===== src/rtl/acg_pkg.sv =====
// Package: shared types and helpers for the audio clock generator.
// Assumes the speed code is two bits wide and the reserved value maps to normal.
package acg_pkg;

    typedef enum logic [1:0] {
        SPD_NORMAL = 2'd0,
        SPD_DOUBLE = 2'd1,
        SPD_QUAD   = 2'd2,
        SPD_RSVD   = 2'd3
    } spd_e;

    typedef struct packed {
        spd_e spd;
        logic master;
    } cfg_t;

    // Map the raw pin code to a legal speed (reserved folds to normal, R9).
    function automatic spd_e decode_spd(input logic [1:0] code);
        case (code)
            2'd1:    return SPD_DOUBLE;
            2'd2:    return SPD_QUAD;
            default: return SPD_NORMAL;
        endcase
    endfunction

    // Number of halvings of the frame length for a given speed.
    function automatic int unsigned rate_shift(input spd_e s);
        case (s)
            SPD_DOUBLE: return 1;
            SPD_QUAD:   return 2;
            default:    return 0;
        endcase
    endfunction

endpackage


===== src/rtl/acg_mode_ctrl.sv =====
// Module: holds the active speed / master configuration.
// Assumes frame_end pulses for one cycle on the last count of each frame;
// requests are sampled only then, so a change lands on a frame boundary.
module acg_mode_ctrl
    import acg_pkg::*;
(
    input  logic       clk,
    input  logic       rst_n,
    input  logic [1:0] spd_code,
    input  logic       master_req,
    input  logic       frame_end,
    output cfg_t       cfg_q
);

    cfg_t cfg_req;

    // Decode the requested configuration from the pins.
    always_comb begin
        cfg_req.spd    = decode_spd(spd_code);
        cfg_req.master = master_req;
    end

    // Load during reset, otherwise adopt the request only at frame end.
    always_ff @(posedge clk) begin
        if (!rst_n) begin
            cfg_q <= cfg_req;
        end else if (frame_end) begin
            cfg_q <= cfg_req;
        end
    end

endmodule


===== src/rtl/acg_divider.sv =====
// Module: the single frame counter every output clock is tapped from.
// Assumes the normal-speed frame spans 2**CNT_W reference cycles; faster
// speeds shorten the frame by powers of two.
module acg_divider
    import acg_pkg::*;
#(
    parameter int CNT_W = 11
) (
    input  logic             clk,
    input  logic             rst_n,
    input  cfg_t             cfg,
    output logic [CNT_W-1:0] cnt_q,
    output logic             frame_end
);

    localparam logic [CNT_W-1:0] FULL_LAST = {CNT_W{1'b1}};

    logic [CNT_W-1:0] frame_last;

    // Last count of the frame for the active speed.
    always_comb begin
        frame_last = FULL_LAST >> rate_shift(cfg.spd);
        frame_end  = (cnt_q == frame_last);
    end

    // Count up and wrap to zero at the end of every frame.
    always_ff @(posedge clk) begin
        if (!rst_n) begin
            cnt_q <= '0;
        end else if (frame_end) begin
            cnt_q <= '0;
        end else begin
            cnt_q <= cnt_q + 1'b1;
        end
    end

    // the counter never leaves the frame of the active speed
    p_cnt_in_frame_r5: assert property (@(posedge clk) disable iff (!rst_n)
        cnt_q <= (FULL_LAST >> rate_shift(cfg.spd)));

    // configuration only moves when the counter has just restarted
    p_cfg_at_boundary_r8: assert property (@(posedge clk) disable iff (!rst_n)
        !$stable(cfg) |-> (cnt_q == '0));

endmodule


===== src/rtl/acg_tap_mux.sv =====
// Module: selects counter bits for each clock and registers the outputs.
// Assumes the counter restarts at zero each frame, so every tap begins low.
// Slave mode forces all values and enables low.
module acg_tap_mux
    import acg_pkg::*;
#(
    parameter int CNT_W          = 11,
    parameter int BCLK_LOG2      = 6,
    parameter int MCLK_NORM_LOG2 = 8,
    parameter int MCLK_QUAD_LOG2 = 7
) (
    input  logic             clk,
    input  logic             rst_n,
    input  cfg_t             cfg,
    input  logic [CNT_W-1:0] cnt,
    output logic             mclk_o,
    output logic             bclk_o,
    output logic             lrclk_o,
    output logic             oe_o
);

    localparam int LR_TOP = CNT_W - 1;
    localparam int IDX_W  = $clog2(CNT_W);

    logic [IDX_W-1:0] lr_idx, bclk_idx, mclk_idx;
    logic             mclk_d, bclk_d, lrclk_d;

    // Pick the tap index for each clock from the active speed.
    always_comb begin
        lr_idx   = IDX_W'(LR_TOP - int'(rate_shift(cfg.spd)));
        bclk_idx = IDX_W'(int'(lr_idx) - BCLK_LOG2);
        if (cfg.spd == SPD_QUAD) begin
            mclk_idx = IDX_W'(int'(lr_idx) - MCLK_QUAD_LOG2);
        end else begin
            mclk_idx = IDX_W'(int'(lr_idx) - MCLK_NORM_LOG2);
        end
        mclk_d  = cfg.master & cnt[mclk_idx];
        bclk_d  = cfg.master & cnt[bclk_idx];
        lrclk_d = cfg.master & cnt[lr_idx];
    end

    // Register the gated taps so the pads see clean, aligned edges.
    always_ff @(posedge clk) begin
        if (!rst_n) begin
            mclk_o  <= 1'b0;
            bclk_o  <= 1'b0;
            lrclk_o <= 1'b0;
            oe_o    <= 1'b0;
        end else begin
            mclk_o  <= mclk_d;
            bclk_o  <= bclk_d;
            lrclk_o <= lrclk_d;
            oe_o    <= cfg.master;
        end
    end

    // the cycle after a reset edge shows every output low
    p_reset_quiet_r1: assert property (@(posedge clk)
        $past(!rst_n) |-> (!mclk_o && !bclk_o && !lrclk_o && !oe_o));

    // frame clock moves only together with a falling bit clock
    p_lr_on_bclk_fall_r6: assert property (@(posedge clk) disable iff (!rst_n)
        !$stable(lrclk_o) |-> $fell(bclk_o));

    // with the pad disabled no clock value is presented
    p_slave_quiet_r7: assert property (@(posedge clk) disable iff (!rst_n)
        !oe_o |-> (!mclk_o && !bclk_o && !lrclk_o));

endmodule


===== src/rtl/acg_clkgen.sv =====
// Module: top of the multi-rate audio clock generator.
// Assumes clk_ref is 2048 times the normal sample rate; the mode inputs may
// change at any time and are applied at the next frame boundary.
module acg_clkgen
    import acg_pkg::*;
#(
    parameter int CNT_W          = 11,
    parameter int BCLK_LOG2      = 6,
    parameter int MCLK_NORM_LOG2 = 8,
    parameter int MCLK_QUAD_LOG2 = 7
) (
    input  logic       clk_ref,
    input  logic       rst_n,
    input  logic [1:0] spd_code,
    input  logic       master_en,
    output logic       mclk_o,
    output logic       bclk_o,
    output logic       bclk_oe,
    output logic       lrclk_o,
    output logic       lrclk_oe
);

    cfg_t             cfg;
    logic [CNT_W-1:0] cnt;
    logic             frame_end;
    logic             oe;

    acg_mode_ctrl u_mode (
        .clk        (clk_ref),
        .rst_n      (rst_n),
        .spd_code   (spd_code),
        .master_req (master_en),
        .frame_end  (frame_end),
        .cfg_q      (cfg)
    );

    acg_divider #(.CNT_W(CNT_W)) u_div (
        .clk       (clk_ref),
        .rst_n     (rst_n),
        .cfg       (cfg),
        .cnt_q     (cnt),
        .frame_end (frame_end)
    );

    acg_tap_mux #(
        .CNT_W          (CNT_W),
        .BCLK_LOG2      (BCLK_LOG2),
        .MCLK_NORM_LOG2 (MCLK_NORM_LOG2),
        .MCLK_QUAD_LOG2 (MCLK_QUAD_LOG2)
    ) u_taps (
        .clk     (clk_ref),
        .rst_n   (rst_n),
        .cfg     (cfg),
        .cnt     (cnt),
        .mclk_o  (mclk_o),
        .bclk_o  (bclk_o),
        .lrclk_o (lrclk_o),
        .oe_o    (oe)
    );

    // Both port clocks share one direction control.
    always_comb begin
        bclk_oe  = oe;
        lrclk_oe = oe;
    end

endmodule


===== config.mk =====
export PLATFORM = sky130hd
export DESIGN_NAME = acg_clkgen
export DESIGN_NICKNAME = d
export VERILOG_FILES = /design/src/rtl/acg_pkg.sv /design/src/rtl/acg_mode_ctrl.sv /design/src/rtl/acg_divider.sv /design/src/rtl/acg_tap_mux.sv /design/src/rtl/acg_clkgen.sv
export SDC_FILE = /design/constraint.sdc
export NUM_CORES = 1
export LEC_CHECK = 0
export CAP_MARGIN = 0
export CORE_UTILIZATION = 40
export CTS_CLUSTER_DIAMETER = 150
export DETAILED_ROUTE_END_ITERATION = 10
export PLACE_DENSITY = 0.62
export SYNTH_ARGS = -nofsm -noshare
export SYNTH_HDL_FRONTEND = slang
export SYNTH_SLANG_ARGS = --single-unit
export TNS_END_PERCENT = 5

===== constraint.sdc =====
create_clock -name clk_ref -period 4.2 [get_ports clk_ref]
set_input_delay 0.84 -clock clk_ref [delete_from_list [all_inputs] [get_ports clk_ref]]
set_output_delay 0.84 -clock clk_ref [all_outputs]
set_load 0.005 [all_outputs]

# Word-level counts from Yosys, hierarchy flattened
# Index checks and enable logic that the tools add are counted.
[classes] add_sub_neg=5 magnitude_cmp=3 n_eq_ne=6 n_shift=1 muxes=11 n_bitwise=4 n_reduce_logical=1
[ops] operator="$shr A11 B32 Y11 const A" n=1
[ops] operator="$lt A4 B5 Y1 const B" n=3
[ops] operator="$bmux W1 S4" n=3
[ops] operator="$add A11 B1 Y11 const B" n=1
[ops] operator="$eq A11 B11 Y1" n=1
[ops] operator="$pmux W2 S2" n=2
[ops] operator="$sub A4 B3 Y4 const B" n=2
[ops] operator="$mux W3" n=2
[ops] operator="$eq A2 B1 Y1 const B" n=2
[ops] operator="$eq A2 B2 Y1 const B" n=2
[ops] operator="$mux W4" n=1
[ops] operator="$sub A4 B2 Y4 const A" n=1
[ops] operator="$sub A4 B4 Y4 const B" n=1
[ops] operator="$and A1 B1 Y1" n=3
[ops] operator="$mux W1" n=3
[ops] operator="$ne A2 B1 Y1 const B" n=1
[ops] operator="$reduce_or A2 Y1" n=1
[ops] operator="$not A1 Y1" n=1
[totals] reg_bits=18 inputBits=5 out_inout_bits=5 word_cells=38

# Longest topological paths before layout
# Gate-level depths: netlist of run 1.
[depth] ltp_word=8 ltp_mapped=7 ltp_nobuf=6

# By module
# A second synthesis of run 1 with hierarchy kept.
[hier_totals] cells_unflattened=123 area_unflattened_um2=1116.1
[by_module_without_submodules] module="acg_divider" n_inst=1 cells_each=72 area_per_inst_um2=630.6 seq_area_each_um2=220.2
[by_module_without_submodules] module="acg_tap_mux" n_inst=1 cells_each=44 area_per_inst_um2=366.6 seq_area_each_um2=80.1
[by_module_without_submodules] module="acg_mode_ctrl" n_inst=1 cells_each=6 area_per_inst_um2=111.4 seq_area_each_um2=90.1
[by_module_without_submodules] module="acg_clkgen" n_inst=1 cells_each=1 area_per_inst_um2=7.5 seq_area_each_um2=0.0

# Least setup slack after synthesis of run 1
# Ideal clock, no wire load.
[synth_path] path_kind="reg-to-reg" startpoint="register u_mode.cfg_q[1] in the netlist's numbering" endpoint="register u_mode.cfg_q[0] in the netlist's numbering (enable)" setup_ns=0.360 t_arrival_ns=1.546 t_required_ns=3.840 setup_slack_ns=2.294 stages_incl_launch_ff=6 n_path_buf=1 period_less_slack_ns=1.906 path_cell_list="edfxtp_1 > inv_1 > ha_1 > clkbuf_1 > xor2_1 > o31ai_4"
[synth_via] elab_chain_cells=5 elab_cells_between_ends=6 classes_between="eq/ne (4); shift (1); mux (1)"
[synth_lines] element="start, declared" line_no="acg_mode_ctrl.sv:12" text="output cfg_t cfg_q"
[synth_lines] element="start signal, assigned" line_no="acg_mode_ctrl.sv:26" text="cfg_q <= cfg_req;"
[synth_lines] element="start signal, assigned" line_no="acg_mode_ctrl.sv:28" text="cfg_q <= cfg_req;"
[synth_lines] element="$eq A2 B2 Y1 / $eq A2 B1 Y1 (equally long branches)" line_no="acg_pkg.sv:28" text="case (s)"
[synth_lines] element="$pmux W2 S2 *" line_no="acg_pkg.sv:28"
[synth_lines] element="$shr A11 B32 Y11 *" line_no="acg_divider.sv:22" text="frame_last = FULL_LAST >> rate_shift(cfg.spd);"
[synth_lines] element="$eq A11 B11 Y1 *" line_no="acg_divider.sv:23" text="frame_end = (cnt_q == frame_last);"
[synth_lines] element="$ne A2 B1 Y1 (no source line) *"
# Mark *: on every way between the ends. The rest lies on a longest branch, timed or not.
# A chain may end at the register's enable or synchronous reset.

# Worst setup path after layout of run 1
[layout_path] startpoint="register u_mode.cfg_q[2] in the netlist's numbering" endpoint="register u_mode.cfg_q[1] in the netlist's numbering (enable)"
# The elaborated chain is that of the path after synthesis.

==> flow_summary.yaml, run 1 <==
setup_path:
  worstPathMaxFanout: 12
  start_kind: "register"
  required_ns: 4.14
  path_cells: "inv_1 > ha_1 > xor2_1 > a2bb2oi_1 > o31ai_4"
  path_buf_inv: 1
  cp_top_family: "compound AO/OA/AOI/OAI gates"
  critical_path.max_stage_delay_ns: 0.45
  worst_path_max_delay_cell: "o31ai_4"
  rr_startpoint: "u_mode.cfg_q[2]"
  path_class: "register to register"
  end_kind: "register"
  worst-r2r-cell-count: 5
  arrival_ns: 1.91
  timing.rr.end: "u_mode.cfg_q[1]"
  r2r_setup_slack_ns: 2.23
synth:
  synth_edf_count: 3
  syn_area_um2: 930.9
  ys.flop_type: "dfxtp_1"
  synth_area_leaders: "dfxtp_1, edfxtp_1, xor2_1, ha_1, xnor2_1"
  yosysSeqAreaShare: 0.4194
  syn_nets: 104
  synth_cell_types: 33
  synth_top_area_cell: "dfxtp_1"
  synth_cells: 94
  synth-async-reset-ratio: 0
  synth.avg_cell_area_um2: 9.903
  synth_top_area_frac: 0.3226
  yosys_warnings: 0
  ys_ff_latch: 18
min_path:
  hold_end: "u_div.cnt_q[0]"
  hp-class: "register to register"
  min_from: "u_div.cnt_q[0]"
  min_path_cells: 1
global_route:
  grt_use_met3: 0.05455
  met2_usage: 0.2200
  grt_pass1_wl_um: 2587
  grt_max_degree: 13
  grtUsageMet1: 0.1670
  grt-ovfl-total: 0
  antenna_found_initial: 0
  grt_pass1_vias: 582
  top_usage_layer: "met2"
  grt_use_total: 0.1431
cts:
  clock_path_buffers: 2
  clockRootBuffer: "clkbuf_4"
  cts_tree: "done"
  cts_setup_buffers: 0
  cts_hold_buffers: 0
  cts_buffers: 3
  post_cts_resized: 0
  clk_latency_ns: 0.29
  clk_pin_slew_ns: 0.10
  cts.sinks: 18
  cts_max_level: 1
power:
  combinationalPowerShare: 0.115
  p_leak_nw: 0.4185
  ir_drop_mv: 0.2153
  power_density_nw_per_um2: 304.7
  p_clk_frac: 0.320
  swShare: 0.2281
  p_int_mw: 0.2530
  switchingPower_mw: 0.07478
  p_seq_frac: 0.566
drt:
  drt_wl_total_um: 1558
  antenna_left: 0
  drt_iter0_drc: 11
  route.vias.total: 664
  drtPass1Iterations: 4
  route.detailed.drc: 0
  drt-vias-per-instance: 5.030
  wl_per_cell_um: 11.80
final_layout:
  syn_to_final_growth_pct: 15.59
  fin_nets: 115
  diodes: 0
  final_layout_size_suffix_gt1_frac: 0.1058
placed_design:
  dpl.hpwl_um: 1207
  numPortBuffers: 9
  gp_congestion: 0.7364
floorplanning:
  start_util: 0.4208
  die_x_um: 50.24
  row_count: 17
  die-area_um2: 2524
  core_region_area_um2: 2212
  dieHeight_um: 50.24
  ioPinCount: 10
timing:
  finalClockSkew_ns: 0.002165
  finalMaxSlewViolations: 0
  finalSetupViolCount: 0
  rsz0062_at_grt: "no"
  layout_min_cycle_time_ns: 1.971
  relSlewSlack: 0.6563
  timing.final.crit_share: 0.4692
  finalHoldWorstSlack_ns: 0.4456
  max_slew.worst_pin.slew_ns: 0.5155
  finalSetupTns_ns: 0
  max_freq_ghz: 0.5075
  hold_violations: 0
status:
  status: "finished clean"
flow_run:
  drv_cap: 0
cells in the mapped netlist, types with 2 or more instances:
library cell	count
xnor2_1	4
inv_1	4
nor3_1	2
ha_1	5
dfxtp_1	15
edfxtp_1	3
nor2b_1	4
a21oi_1	2
xor2_1	8
a211oi_1	3
nand2_1	6
mux2i_1	3
nand4_1	2
and2_1	2
nor2_1	9
nand3_1	5
final cells by class:
type | instances | area (µm²)
Multi-Input combinational cell | 69 | 509.2
Tap cell | 28 | 35.03
Clock buffer | 4 | 36.28
Timing Repair Buffer | 9 | 90.09
Sequential cell | 18 | 390.4
Fill cell | 229 | 1136
Inverter | 4 | 15.01
kinds of logic (layout without fill, tap and decap cells):
group	after synthesis	count (layout)	synth area share
AO/OA/AOI/OAI	9	9	0.08199
XOR/XNOR	12	12	0.1129
adder cells (fa/ha/maj)	5	5	0.06720
buffers and inverters	7	17	0.03359
flip-flops	18	18	0.4194
multiplexers	5	5	0.06855
AND/OR/NAND/NOR	38	38	0.2164
worst max path at each step:
stage                      end  cells after the start  slack, ns            start
2_1_floorplan  u_mode.cfg_q[0]                      5       2.29  u_mode.cfg_q[1]
3_3_place_gp     u_taps.mclk_o                      4       2.14            rst_n
3_5_place_dp     u_taps.mclk_o                      4       2.14            rst_n
4_1_cts        u_mode.cfg_q[0]                      5       2.19  u_mode.cfg_q[2]
5_1_grt        u_mode.cfg_q[0]                      4       2.07  u_mode.cfg_q[1]
6_report       u_mode.cfg_q[1]                      5       2.23  u_mode.cfg_q[2]
per-layer routing:
metal  wire length (µm)  vias to the layer above  share of wire
li1                   -                      345              -
met1                759                      309           0.49
met2                734                        8           0.47
met3                 47                        2          0.030
met4                 17                        0          0.011
met5                  0                        -              0
flip-flops by register name (all words and copies together), names as in the netlist:
| name | cells |
|---|---|
| u_taps.oe_o | 1 |
| u_taps.mclk_o | 1 |
| u_div.cnt_q | 11 |
| u_taps.bclk_o | 1 |
| u_mode.cfg_q | 3 |
| u_taps.lrclk_o | 1 |
per-stage QoR:
step           total power [mW]  setup slack [ns]  cells  utilization  area [µm²]
2_1_floorplan            0.2146             2.294     94            -       930.9
3_3_place_gp             0.2269             2.143    128       0.4700        1040
3_5_place_dp             0.2279             2.140    128       0.4700        1040
4_1_cts                  0.3354             2.189    132       0.4864        1076
5_1_grt                  0.3468             2.067    132       0.4864        1076
6_report                 0.3278             2.229    132       0.4864        1076
placed cells by master, fill, tap and decap left out:
master	n
nor3_1	2
nand4_1	2
xor2_1	8
clkbuf_4	3
nand3_1	5
o21ai_0	1
a2bb2oi_1	1
a21oi_1	2
nor4_1	1
nand2_1	6
inv_1	4
o31ai_4	1
ha_1	5
and4_2	1
clkbuf_8	1
nor2b_1	4
mux4_2	1
nand2b_1	1
edfxtp_1	3
nand3b_1	1
a31o_2	1
or2_4	1
dfxtp_1	15
nor3b_1	1
and3_2	1
clkdlybuf4s50_1	9
a211oi_1	3
mux2_2	1
nor2_1	9
and3_1	1
xnor2_1	4
mux2i_1	3
and2_1	2
power by group through the flow:
stage | registers, mW | logic, mW | clock network (mW)
after CTS | 0.186 | 0.0383 | 0.111
after global routing | 0.187 | 0.0416 | 0.119
after global placement | 0.189 | 0.0376 | 0
after detailed placement | 0.190 | 0.0383 | 0
after floorplan | 0.188 | 0.0262 | 0
final | 0.185 | 0.0376 | 0.105
Note: power is estimated with default switching activity, not from simulation.
==> run 2, diff against run 1 <==
- clock period: 4.2 -> 2 ns (I/O delays scaled with it)
==> run 2 against run 1 <==
Count of clock-buffer cells in the layout decreased by 1. Critical path depth increased by 1. Clock power increased by 79%. Cell area increased by 1.7%. Critical endpoint is now u_taps.mclk_o. Highest routed layer unchanged.
==> flow_summary.yaml, run 2 (synthesis gave the netlist of run 1 again) <==
final_layout:
  final_layout_size_suffix_gt1_frac: 0.1402
  regMostFlops: "u_div.cnt_q"
  diodes: 0
  syn_to_final_growth_pct: 17.61
  fin_nets: 118
  layout_commonest_cell: "dfxtp_1"
  n_fill_cell: 214
  most-common-layout-cells: "dfxtp_1, nor2_1, clkdlybuf4s50_1, xor2_1, nand2_1"
  top_regs: "u_div.cnt_q: 11 flops, u_mode.cfg_q: 3 flops"
  fin_cells: 135
  largest_reg_flops: 11
setup_path:
  r2r_setup_slack_ns: 0.18
  required_ns: 2.20
  worst-r2r-cell-count: 6
  worst_path_max_delay_cell: "edfxtp_1"
  end_kind: "register"
  timing.rr.end: "u_taps.mclk_o"
  start_kind: "register"
  path_class: "register to register"
  worstPathMaxFanout: 6
  path_cells: "inv_1 > ha_2 > nand2_1 > mux2i_2 > mux4_2 > a31o_2"
  critical_path.max_stage_delay_ns: 0.43
  rr_startpoint: "u_mode.cfg_q[1]"
  arrival_ns: 2.02
global_route:
  grt_max_degree: 11
  grt_use_total: 0.1629
  antenna_found_initial: 0
  grt_pass1_vias: 676
  grt-ovfl-total: 0
  grt_pass1_wl_um: 3042
cts:
  clock_path_buffers: 2
  cts.sinks: 18
  cts_hold_buffers: 0
  clockRootBuffer: "clkbuf_4"
  cts_buffers: 3
  clk_latency_ns: 0.29
  post_cts_resized: 0
  cts_tree: "done"
  cts_max_level: 1
  clk_pin_slew_ns: 0.10
  cts_setup_buffers: 0
floorplanning:
  row_count: 17
  start_util: 0.4208
  die-area_um2: 2524
  ioPinCount: 10
  die_x_um: 50.24
  core_region_area_um2: 2212
  dieHeight_um: 50.24
timing:
  rsz0062_at_grt: "no"
  timing.final.crit_share: 0.9107
  finalMaxSlewViolations: 0
  layout_min_cycle_time_ns: 1.821
  max_freq_ghz: 0.5490
  relSlewSlack: 0.8187
  finalSetupTns_ns: 0
  max_slew.worst_pin.slew_ns: 0.2720
  finalClockSkew_ns: 0.0008948
  finalHoldWorstSlack_ns: 0.4767
  hold_violations: 0
  finalSetupViolCount: 0
flow_run:
  drv_cap: 0
power:
  p_leak_nw: 0.4210
  power_mw: 0.6647
  ir_drop_mv: 0.3638
  power_density_nw_per_um2: 607.1
drt:
  wl_per_cell_um: 12.54
  drt_iter0_drc: 8
  drtPass1Iterations: 2
  antenna_left: 0
  route.detailed.drc: 0
  drt-vias-per-instance: 5.104
  route.vias.total: 689
  drt_wl_total_um: 1693
min_path:
  hold_end: "u_div.cnt_q[0]"
  min_from: "u_div.cnt_q[0]"
  hp-class: "register to register"
  min_path_cells: 1
placed_design:
  gp_congestion: 0.8020
  dpl.hpwl_um: 1300
  dpl.cell_count: 131
  numPortBuffers: 9
status:
  status: "finished clean"
==> run 2: worst max-delay path, delay by kind of cell, from the launching register on <==
family | cells | cell delay [ns]
AO/OA/AOI/OAI | 1 | 0.26
adder cells (fa/ha/maj) | 1 | 0.23
buffers and inverters | 1 | 0.10
flip-flops | 1 | 0.43
multiplexers | 2 | 0.57
AND/OR/NAND/NOR | 1 | 0.13
==> run 2: layout make-up <==
| cell class | count | area, µm² | share of cell area |
|---|---|---|---|
| inverters | 4 | 15.01 | 0.01371 |
| well taps | 28 | 35.03 | 0.03200 |
| multi-input cells | 69 | 515.5 | 0.4709 |
| clock inverters | 1 | 3.754 | 0.003429 |
| clock buffers | 3 | 22.52 | 0.02057 |
| repair buffers | 12 | 112.6 | 0.1029 |
| flip-flops and latches | 18 | 390.4 | 0.3566 |
==> run 2: how the worst max path moves through the flow <==
stage	endpoint	cells past startpoint	from	slack, ns
2_1_floorplan	u_mode.cfg_q[0]	5	u_mode.cfg_q[1]	0.09
3_3_place_gp	u_taps.mclk_o	6	u_mode.cfg_q[1]	0.1
3_5_place_dp	u_taps.mclk_o	6	u_mode.cfg_q[1]	0.06
4_1_cts	u_taps.mclk_o	6	u_mode.cfg_q[1]	0.05
5_1_grt	u_taps.mclk_o	6	u_mode.cfg_q[1]	0.06
6_report	u_taps.mclk_o	6	u_mode.cfg_q[1]	0.18
==> run 2: where the power goes <==
group          total (mW)  switching, mW  internal [mW]
combinational      0.0884         0.0419         0.0465
sequential          0.389        0.00830          0.380
clock               0.188          0.115         0.0726
total               0.665          0.165          0.499
==> run 2: layer usage <==
metal | GRT usage | routed length [µm]
met5 | 0 | 0
met1 | 0.1970 | 795
met3 | 0.05455 | 44
met4 | 0.04286 | 14
met2 | 0.2733 | 838
==> run 2: per-stage QoR <==
step / cell area [µm²] / setup slack, ns / utilization
floorplan: 930.9 / 0.09387 / -
CTS: 1089 / 0.05194 / 0.4921
detailed placement: 1062 / 0.06039 / 0.4802
global placement: 1062 / 0.09637 / 0.4802
finish: 1095 / 0.1786 / 0.4949
global route: 1095 / 0.06245 / 0.4949
